<file path="config.mk">
export PLATFORM = sky130hd
export DESIGN_NAME = monwait_ctrl
export DESIGN_NICKNAME = d
export VERILOG_FILES = /design/src/rtl/mwc_pkg.sv /design/src/rtl/mwc_monitor.sv /design/src/rtl/mwc_timer.sv /design/src/rtl/monwait_ctrl.sv
export SDC_FILE = /design/constraint.sdc
export NUM_CORES = 1
export LEC_CHECK = 0
export BUFFER_PORTS_ARGS = -buffer_cell sky130_fd_sc_hd__buf_4
export CAP_MARGIN = 30
export CORE_MARGIN = 1
export CORE_UTILIZATION = 52
export CTS_BUF_LIST = sky130_fd_sc_hd__clkbuf_2 sky130_fd_sc_hd__clkbuf_4 sky130_fd_sc_hd__clkbuf_8
export DETAILED_ROUTE_END_ITERATION = 8
export PLACE_DENSITY = 0.8
export SLEW_MARGIN = 20
export SYNTH_ARGS = -nofsm -noshare
export SYNTH_HDL_FRONTEND = slang
export SYNTH_SLANG_ARGS = --single-unit
</file>
<file path="constraint.sdc">
create_clock -name clk -period 3.3 [get_ports clk]
set_clock_uncertainty 0.2 [all_clocks]
set_input_delay 0.495 -clock clk [delete_from_list [all_inputs] [get_ports clk]]
set_output_delay 0.495 -clock clk [all_outputs]
set_load 0.1 [all_outputs]
</file>
<file path="src/rtl/mwc_pkg.sv">
package mwc_pkg;

    typedef enum logic [1:0] {
        WAKE_MON      = 2'd0,
        WAKE_DEADLINE = 2'd1,
        WAKE_LIMIT    = 2'd2
    } wake_e;

    typedef enum logic [1:0] {
        PS_ACTIVE = 2'd0,
        PS_LIGHT  = 2'd1,
        PS_DEEP   = 2'd2
    } pstate_e;

    typedef enum logic {
        FSM_IDLE,
        FSM_PARKED
    } fsm_e;

    typedef struct packed {
        logic    pause;
        pstate_e depth;
    } wait_ctx_t;

    function automatic pstate_e pick_depth(input logic light_bit, input logic deep_forbid);
        return (light_bit || deep_forbid) ? PS_LIGHT : PS_DEEP;
    endfunction

    function automatic wake_e arbitrate(input logic mon, input logic dl, input logic lim);
        if (mon)
            return WAKE_MON;
        else if (dl)
            return WAKE_DEADLINE;
        else if (lim)
            return WAKE_LIMIT;
        else
            return WAKE_MON;
    endfunction

endpackage

</file>
<file path="src/rtl/mwc_monitor.sv">
module mwc_monitor #(
    parameter int ADDR_W  = 48,
    parameter int BLK_LG2 = 6
) (
    input  logic              clk,
    input  logic              rst,
    input  logic              arm_valid,
    input  logic [ADDR_W-1:0] arm_addr,
    input  logic              snoop_valid,
    input  logic [ADDR_W-1:0] snoop_addr,
    input  logic              clear,
    output logic              armed,
    output logic              fired
);
    localparam int TAG_W = ADDR_W - BLK_LG2;

    logic [TAG_W-1:0] tag_q;
    logic             hit;

    assign hit = snoop_valid && (snoop_addr[ADDR_W-1:BLK_LG2] == tag_q);

    always_ff @(posedge clk) begin
        if (rst) begin
            tag_q <= '0;
            armed <= 1'b0;
            fired <= 1'b0;
        end else if (arm_valid) begin
            tag_q <= arm_addr[ADDR_W-1:BLK_LG2];
            armed <= 1'b1;
            fired <= 1'b0;
        end else if (clear) begin
            armed <= 1'b0;
            fired <= 1'b0;
        end else if (armed && hit) begin
            armed <= 1'b0;
            fired <= 1'b1;
        end
    end

    AST_CLEAR_DISARMS: assert property (@(posedge clk) disable iff (rst)
        (clear && !arm_valid) |=> (!armed && !fired));
    AST_FIRE_NEEDS_ARM: assert property (@(posedge clk) disable iff (rst)
        $rose(fired) |-> ($past(armed) && $past(snoop_valid)));
    AST_ARM_SETS: assert property (@(posedge clk) disable iff (rst)
        arm_valid |=> (armed && !fired));

endmodule

</file>
<file path="src/rtl/mwc_timer.sv">
module mwc_timer #(
    parameter int TS_W  = 64,
    parameter int LIM_W = 32
) (
    input  logic             clk,
    input  logic             rst,
    input  logic             load,
    input  logic [TS_W-1:0]  tsc,
    input  logic [TS_W-1:0]  deadline,
    input  logic [LIM_W-1:0] limit,
    output logic             dl_reached,
    output logic             lim_reached
);
    logic [TS_W-1:0] dl_q;
    logic [TS_W-1:0] lim_tgt_q;
    logic            lim_en_q;

    always_ff @(posedge clk) begin
        if (rst) begin
            dl_q      <= '0;
            lim_tgt_q <= '0;
            lim_en_q  <= 1'b0;
        end else if (load) begin
            dl_q      <= deadline;
            lim_tgt_q <= tsc + TS_W'(limit);
            lim_en_q  <= (limit != '0);
        end
    end

    assign dl_reached  = (tsc >= dl_q);
    assign lim_reached = lim_en_q && (tsc >= lim_tgt_q);

    AST_ZERO_CAP_OFF: assert property (@(posedge clk) disable iff (rst)
        (load && limit == '0) |=> !lim_reached);

endmodule

</file>
<file path="src/rtl/monwait_ctrl.sv">
module monwait_ctrl
    import mwc_pkg::*;
#(
    parameter int ADDR_W  = 48,
    parameter int BLK_LG2 = 6,
    parameter int TS_W    = 64,
    parameter int LIM_W   = 32
) (
    input  logic              clk,
    input  logic              rst,
    input  logic              arm_valid,
    input  logic [ADDR_W-1:0] arm_addr,
    input  logic              snoop_valid,
    input  logic [ADDR_W-1:0] snoop_addr,
    input  logic [TS_W-1:0]   tsc,
    input  logic              wait_valid,
    input  logic              wait_pause,
    input  logic              wait_light,
    input  logic [TS_W-1:0]   wait_deadline,
    input  logic [LIM_W-1:0]  cfg_limit,
    input  logic              cfg_deep_dis,
    output logic              busy,
    output logic [1:0]        pstate,
    output logic              done,
    output logic [1:0]        reason,
    output logic              limit_hit
);
    fsm_e      state_q;
    wait_ctx_t ctx_q;
    wake_e     reason_q;
    wake_e     why;
    logic      done_q, limhit_q;
    logic      mon_armed, mon_fired, mon_clear;
    logic      dl_reached, lim_reached;
    logic      enter, mon_wake, wake;

    assign enter     = (state_q == FSM_IDLE) && wait_valid;
    assign mon_wake  = !ctx_q.pause && (mon_fired || !mon_armed);
    assign wake      = (state_q == FSM_PARKED) && (mon_wake || dl_reached || lim_reached);
    assign why       = arbitrate(mon_wake, dl_reached, lim_reached);
    assign mon_clear = wake && !ctx_q.pause;

    mwc_monitor #(.ADDR_W(ADDR_W), .BLK_LG2(BLK_LG2)) u_mon (
        .clk         (clk),
        .rst         (rst),
        .arm_valid   (arm_valid),
        .arm_addr    (arm_addr),
        .snoop_valid (snoop_valid),
        .snoop_addr  (snoop_addr),
        .clear       (mon_clear),
        .armed       (mon_armed),
        .fired       (mon_fired)
    );

    mwc_timer #(.TS_W(TS_W), .LIM_W(LIM_W)) u_tmr (
        .clk         (clk),
        .rst         (rst),
        .load        (enter),
        .tsc         (tsc),
        .deadline    (wait_deadline),
        .limit       (cfg_limit),
        .dl_reached  (dl_reached),
        .lim_reached (lim_reached)
    );

    always_ff @(posedge clk) begin
        if (rst) begin
            state_q  <= FSM_IDLE;
            ctx_q    <= '{pause: 1'b0, depth: PS_ACTIVE};
            reason_q <= WAKE_MON;
            done_q   <= 1'b0;
            limhit_q <= 1'b0;
        end else begin
            done_q   <= wake;
            limhit_q <= wake && (why == WAKE_LIMIT);
            if (enter) begin
                state_q <= FSM_PARKED;
                ctx_q   <= '{pause: wait_pause, depth: pick_depth(wait_light, cfg_deep_dis)};
            end else if (wake) begin
                state_q  <= FSM_IDLE;
                reason_q <= why;
            end
        end
    end

    assign busy      = (state_q == FSM_PARKED);
    assign pstate    = busy ? ctx_q.depth : PS_ACTIVE;
    assign done      = done_q;
    assign reason    = reason_q;
    assign limit_hit = limhit_q;

    AST_DONE_PULSE: assert property (@(posedge clk) disable iff (rst)
        done |=> !done);
    AST_LIMFLAG_ONLY_CAP: assert property (@(posedge clk) disable iff (rst)
        limit_hit |-> (done && reason == 2'd2));
    AST_DEEP_BLOCKED: assert property (@(posedge clk) disable iff (rst)
        ($rose(busy) && $past(cfg_deep_dis)) |-> (pstate != 2'd2));
    AST_IDLE_ACTIVE: assert property (@(posedge clk) disable iff (rst)
        !busy |-> (pstate == 2'd0));
    AST_PAUSE_NOT_MON: assert property (@(posedge clk) disable iff (rst)
        ($past(busy) && $past(ctx_q.pause) && done) |-> (reason != 2'd0));
    AST_DEADLINE_WAKE: assert property (@(posedge clk) disable iff (rst)
        (busy && dl_reached) |=> done);

endmodule

</file>
==> flow_metrics.env, run 1 <==
export IMPL_synth_enable_flop_cells=0
export IMPL_status="finished clean"
export IMPL_vias=12400
export IMPL_grt_first_pass_wirelength_um=55300
export IMPL_nets=2305
export IMPL_crit_fanout=3
export IMPL_drc=0
export IMPL_intPower_mw=3.72
export IMPL_maxSlewViolCount=0
export IMPL_track_usage=0.282
export IMPL_drt_iter0_drc=681
export IMPL_cp_startpoint="u_tmr.dl_q[60]"
export IMPL_worst_pin_slew_ps=954
export IMPL_maxCapViolations=0
export IMPL_ant_nets=0
export IMPL_ys_seq_area_frac=0.292
export IMPL_firstDrtPassIters=5
export IMPL_fin_crit_sh=0.931
export IMPL_multi_input_area_um2=7980
export IMPL_peakVddDrop_v=0.000288
export IMPL_post_route_util=0.661
export IMPL_grt_max_degree=151
export IMPL_core_um2=23500
export IMPL_startpoint_type="flop"
export IMPL_hp_class="input pin to flop"
export IMPL_postCtsHoldBufs=0
export IMPL_ys_types=72
export IMPL_slew_headroom=0.363
export IMPL_overflow=0
export IMPL_p_per_area_nw_per_um2=368
export IMPL_cts_buffers=17
export IMPL_cts_max_path_buffers=2
export IMPL_dpl_cell_area_um2=15100
export IMPL_ctsResizeCount=0
export IMPL_clkTransAtPathRegs_ps=110
export IMPL_post_cts_buffers=0
export IMPL_p_sw_mw=1.98
export IMPL_wl_per_cell_um=15.7
export IMPL_p_leak_nw=6.88
export IMPL_p_seq_frac=0.426
export IMPL_synth_warnings=0
export IMPL_dp_hpwl_um=27000
export IMPL_portBuffers=258
export IMPL_synthArstFlopShare=0
export IMPL_fin_setup_tns_ps=0
export IMPL_finalSetupViolations=0
export IMPL_fin_crit_ps=3070
export IMPL_hold_violations=0
export IMPL_drt_wl_total_um=34700
export IMPL_start_util=0.529
export IMPL_cp_data_required_time_ps=3470
export IMPL_drive_gt1_frac=0.205
export IMPL_r2r_start="u_tmr.dl_q[60]"
export IMPL_num_rows=56
export IMPL_antenna_found_initial=0
export IMPL_synth_nets=2019
export IMPL_p_sw_frac=0.347
export IMPL_areaGrowthSynthToFinish_pct=24.9
export IMPL_comb_power_share=0.303
export IMPL_syn_area_um2=12400
export IMPL_cts_root_buf="clkbuf_8"
export IMPL_critPathCaptureType="flop"
export IMPL_final_seq_area_um2=3620
export IMPL_share_clk_of_total_power=0.271
export IMPL_die_h_um=156
export IMPL_fillers=1997
export IMPL_grt_pass1_vias=11800
export IMPL_fp_dieW_um=156
export IMPL_totalPowerFinal_mw=5.70
export IMPL_avgSynthCellArea_um2=7.79
export IMPL_fmaxAchievable_ghz=0.326
export IMPL_diodes=0
export IMPL_vias_per_cell=5.59
export IMPL_synth_cells=1594
export IMPL_cts_sinks=181
export IMPL_hold_start="arm_addr[44]"
export IMPL_worst_setup_path_type="flop to flop"
export IMPL_io_pins=271
export IMPL_die_area_um2=24500
export IMPL_post_place_cells=2180
export IMPL_cp_arrival_ps=3240
export IMPL_cts_tree="yes"
export IMPL_synth_seq_cells=181
export IMPL_clk_insertion_delay_late_ps=480
export IMPL_gp_congestion=0.912
export IMPL_synth_top_flop_cell="dfxtp_1"
export IMPL_rsz0062_at_grt="false"
export IMPL_h_tree_depth=4
export IMPL_postLayoutCellArea_um2=15500
export IMPL_final_cell_count_no_fill=2212
[sequential cells by signal, summed over array words and instances (netlist names)]
register,flops
u_tmr.dl_q,64
u_tmr.lim_tgt_q,64
u_mon.tag_q,42
ctx_q,3
reason,2
busy,1
done,1
limit_hit,1
u_mon.armed,1
u_mon.fired,1
u_tmr.lim_en_q,1
[cells by family (layout without fill, tap and decap cells)]
kind of cell	count (synthesis)	in the layout	share of synthesized area
multiplexers	44	44	0.0355
XOR/XNOR	82	82	0.0579
flip-flops	181	181	0.292
AO/OA/AOI/OAI	413	413	0.202
adder cells (fa/ha/maj)	161	161	0.163
AND/OR/NAND/NOR	496	496	0.184
buffers and inverters	217	516	0.0663
[final timing paths]
path	to	slack, ps	cells past startpoint
hold / removal	u_mon.tag_q[38]	50	3
setup reg to reg	u_mon.fired	230	10
hold reg to reg	u_tmr.lim_tgt_q[21]	260	2
setup / recovery	u_mon.fired	230	10
[power groups by stage]
stage	Combinational, mW	Sequential, mW	Clock [mW]
after floorplan	1.02	2.47	0
final	1.73	2.43	1.55
after detailed placement	1.71	2.48	0
after global routing	1.92	2.45	1.66
after CTS	1.72	2.43	1.57
after global placement	1.65	2.47	0
[per-stage QoR]
step | worst slack [ps] | hold slack [ps]
2_1_floorplan | 93.3 | 232
3_3_place_gp | -92.1 | 239
3_5_place_dp | -152 | 243
4_1_cts | 289 | 26.4
5_1_grt | 6.74 | 16.7
6_report | 229 | 45.9
[critical path: stages (launching register included)]
cell      delay [ps]
dfxtp_1          350
inv_1             50
ha_1             300
nand3_1           90
nor4_1           460
nand2_1          210
nor4_1           400
o21ai_0          280
o211ai_1         290
nor2_1           100
o31a_1           230
[layer usage]
| metal | track usage | share of wire | vias up |
|---|---|---|---|
| met5 | 0 | 0 | - |
| met2 | 0.500 | 0.49 | 382 |
| met4 | 0.115 | 0.029 | 0 |
| li1 | - | - | 6161 |
| met1 | 0.336 | 0.42 | 5745 |
| met3 | 0.0446 | 0.059 | 70 |
[synth_stat cells (all sizes together), types with 11 or more instances]
| master | instances | area share |
|---|---|---|
| nand2 | 235 | 0.071 |
| a21oi | 198 | 0.080 |
| dfxtp | 181 | 0.29 |
| ha | 160 | 0.16 |
| inv | 149 | 0.045 |
| nor2 | 92 | 0.028 |
| o21ai | 76 | 0.031 |
| clkbuf | 57 | 0.017 |
| xnor2 | 56 | 0.040 |
| mux2i | 44 | 0.035 |
| nand4 | 39 | 0.021 |
| a21o | 38 | 0.023 |
| nand3 | 31 | 0.013 |
| xor2 | 26 | 0.018 |
| nor4 | 24 | 0.012 |
| nor3 | 20 | 0.0081 |
| a211oi | 16 | 0.010 |
| a31oi | 14 | 0.0071 |
| buf | 11 | 0.0040 |
[layout make-up]
type,count,area share
well taps,319,0.0257
flip-flops and latches,181,0.234
multi-input cells,1196,0.515
inverters,149,0.0361
repair buffers,335,0.165
clock inverters,15,0.0102
clock buffers,17,0.0151
[placed cells by master (no fill, tap or decap), types with 6 or more instances in the layout]
cell	count
a211oi_1	15
a21o_1	38
a21oi_1	198
a31oi_1	14
and2_1	8
and3_1	7
buf_4	332
clkbuf_8	17
dfxtp_1	181
ha_1	160
inv_1	149
inv_8	7
mux2i_1	44
nand2_1	234
nand2b_1	6
nand3_1	31
nand4_1	36
nor2_1	91
nor2b_1	6
nor3_1	20
nor4_1	24
o211ai_1	7
o21ai_0	74
or3_1	8
xnor2_1	56
xor2_1	26
(Power assumes the default switching activity.)
==> inputs of run 2 (changes only) <==
--- a/config.mk
+++ b/config.mk
@@ -5,13 +5,14 @@
 export SDC_FILE = /design/constraint.sdc
 export NUM_CORES = 1
 export LEC_CHECK = 0
+export ABC_AREA = 1
 export BUFFER_PORTS_ARGS = -buffer_cell sky130_fd_sc_hd__buf_4
 export CAP_MARGIN = 30
 export CORE_MARGIN = 1
 export CORE_UTILIZATION = 52
 export CTS_BUF_LIST = sky130_fd_sc_hd__clkbuf_2 sky130_fd_sc_hd__clkbuf_4 sky130_fd_sc_hd__clkbuf_8
 export DETAILED_ROUTE_END_ITERATION = 8
-export PLACE_DENSITY = 0.8
+export PLACE_DENSITY = 0.79
 export SLEW_MARGIN = 20
 export SYNTH_ARGS = -nofsm -noshare
 export SYNTH_HDL_FRONTEND = slang
==> flow_metrics.env, run 2 <==
export IMPL_cts_max_path_buffers=2
export IMPL_num_rows=58
export IMPL_start_util=0.534
export IMPL_final_seq_area_um2=3620
export IMPL_final_cell_mix="363 x inv_1, 337 x nand2_1, 265 x buf_4, 248 x a21oi_1, 188 x o21ai_0"
export IMPL_p_sw_frac=0.374
export IMPL_yosys_top_cells_count="364 x inv_1, 338 x nand2_1, 248 x a21oi_1"
export IMPL_dp_hpwl_um=32400
export IMPL_portBuffers=258
export IMPL_critPathCaptureType="flop"
export IMPL_io_pins=271
export IMPL_cp_arrival_ps=2750
export IMPL_grt_first_pass_wirelength_um=64200
export IMPL_wl_per_cell_um=15.4
export IMPL_fin_setup_tns_ps=0
export IMPL_areaGrowthSynthToFinish_pct=19.7
export IMPL_drive_gt1_frac=0.151
export IMPL_grt_max_degree=108
export IMPL_cts_tree="yes"
export IMPL_maxSlewViolCount=0
export IMPL_drt_wl_total_um=40300
export IMPL_ctsResizeCount=0
export IMPL_synthArstFlopShare=0
export IMPL_comb_power_share=0.309
export IMPL_ys_types=53
export IMPL_cts_sinks=181
export IMPL_fp_dieW_um=164
export IMPL_crit_fanout=4
export IMPL_overflow=0
export IMPL_p_sw_mw=2.22
export IMPL_synthMostInstantiatedCell="inv_1"
export IMPL_fmaxAchievable_ghz=0.391
export IMPL_rsz0062_at_grt="false"
export IMPL_hp_class="input pin to flop"
export IMPL_synth_enable_flop_cells=0
export IMPL_p_per_area_nw_per_um2=365
export IMPL_synth_area_leaders="dfxtp_1 27%, ha_1 15%, inv_1 10%, nand2_1 9.3%, a21oi_1 9.1%"
export IMPL_slew_headroom=0.478
export IMPL_drt_iter0_drc=863
export IMPL_worst_setup_path_type="input pin to flop"
export IMPL_synth_top_area_frac=0.267
export IMPL_antenna_found_initial=0
export IMPL_yosys_area_top_type="dfxtp_1"
export IMPL_status="finished clean"
export IMPL_fin_crit_ps=2560
export IMPL_synth_top_flop_cell="dfxtp_1"
export IMPL_fillers=2426
export IMPL_core_um2=25400
export IMPL_drc=0
export IMPL_syn_area_um2=13600
export IMPL_cts_root_buf="clkbuf_8"
export IMPL_maxCapViolations=0
export IMPL_h_tree_depth=4
export IMPL_firstDrtPassIters=5
export IMPL_die_area_um2=26800
export IMPL_track_usage=0.301
export IMPL_fin_crit_sh=0.775
export IMPL_vias_per_cell=5.36
export IMPL_synth_nets=2472
export IMPL_p_leak_nw=7.97
export IMPL_peakVddDrop_v=0.000257
export IMPL_clkTransAtPathRegs_ps=120
export IMPL_worst_pin_slew_ps=776
export IMPL_share_clk_of_total_power=0.281
export IMPL_reg_top3="u_tmr.dl_q: 64 flops, u_tmr.lim_tgt_q: 64 flops, u_mon.tag_q: 42 flops"
export IMPL_cts_buffers=17
export IMPL_final_common_cell="inv_1"
export IMPL_die_h_um=164
export IMPL_intPower_mw=3.71
export IMPL_synth_seq_cells=181
export IMPL_ant_nets=0
export IMPL_p_seq_frac=0.410
export IMPL_nets=2705
export IMPL_grt_pass1_vias=13500
export IMPL_hold_violations=0
export IMPL_ys_seq_area_frac=0.267
export IMPL_cp_data_required_time_ps=3490
export IMPL_vias=14100
export IMPL_synth_warnings=0
export IMPL_clk_insertion_delay_late_ps=490
export IMPL_post_route_util=0.640
export IMPL_gp_congestion=0.987
export IMPL_startpoint_type="input pin"
export IMPL_diodes=0
export IMPL_multi_input_area_um2=8350
export IMPL_synth_cells=2047
export IMPL_finalSetupViolations=0
export IMPL_avgSynthCellArea_um2=6.63
-- run 2: cell count changes after synthesis, moves of 31 or more --
cell     before  now
a21o_1       38    7
a21oi_1     198  248
inv_1       149  364
mux2i_1      44    0
nand2_1     235  338
nand3_1      31   81
nor2_1       91  182
o21ai_0      74  188
xnor2_1      56   15
-- run 2: layer usage --
layer  vias to the layer above  global-route usage  share of wire  wire, um
met1                      6394               0.382           0.44     17900
met5                         -                   0              0         0
met2                       427               0.526           0.48     19200
li1                       7169                   -              -         -
met4                         0              0.0913          0.024       951
met3                        68              0.0378          0.055      2200
-- run 2: repair_timing --
action	in CTS	in global routing
setup buffers	0	0
endpoints found under the hold margin	1	1
hold buffers	1	1
-- run 2: power by group through the flow --
stage,combinational (mW),clock (mW),sequential (mW)
floorplan,1.16,0,2.48
global placement,1.75,0,2.47
detailed placement,1.81,0,2.48
CTS,1.82,1.70,2.43
global route,2.07,1.77,2.45
finish,1.83,1.67,2.43
-- run 2: stage by stage --
stage | setup WS, ps | hold slack, ps | power [mW] | cells | instance area, um2
5_1_grt | 456 | 2.28 | 6.29 | 2623 | 16200
3_3_place_gp | 279 | 243 | 4.23 | 2589 | 15800
4_1_cts | 765 | 0.669 | 5.95 | 2622 | 16200
6_report | 744 | 15.8 | 5.93 | 2623 | 16200
3_5_place_dp | 271 | 249 | 4.29 | 2589 | 15800
2_1_floorplan | 800 | 233 | 3.64 | 2047 | 13600
-- run 2: critical path: stages --
cell and delay (ps):
buf_4 90, ha_1 180, inv_1 60, fa_1 390, inv_1 70, nand3_1 70, nand2_2 110, a21oi_4 90
o21ai_4 190, a21oi_4 120, o21bai_1 340, nand3_1 230, nand3_1 120, nand3_1 80, nand2_1 90, inv_1 40
-- run 2: cell families (layout without fill, tap and decap cells) --
logic type / Yosys count / count (layout) / share of synthesized area
AND/OR/NAND/NOR: 724 / 724 / 0.230
adder cells (fa/ha/maj): 161 / 161 / 0.149
flip-flops: 181 / 181 / 0.267
XOR/XNOR: 51 / 51 / 0.0329
AO/OA/AOI/OAI: 507 / 507 / 0.202
buffers and inverters: 423 / 669 / 0.119
-- run 2: path summary, 6_finish.rpt --
kind | slack (ps) | to | cells past startpoint | start
max reg2reg | 740 | busy | 13 | u_tmr.lim_tgt_q[57]
min reg2reg | 260 | u_tmr.dl_q[40] | 2 | u_tmr.dl_q[40]
max | 740 | u_tmr.lim_tgt_q[52] | 16 | tsc[0]
min | 20 | u_mon.tag_q[24] | 3 | arm_addr[30]
-- run 2: cell type report --
cell class | count | share of cell area
clock inverter | 15 | 0.0124
inverter | 368 | 0.0851
sequential | 181 | 0.223
timing repair buffer | 269 | 0.126
clock buffer | 17 | 0.0144
multi-input combinational | 1443 | 0.514
tap | 330 | 0.0254
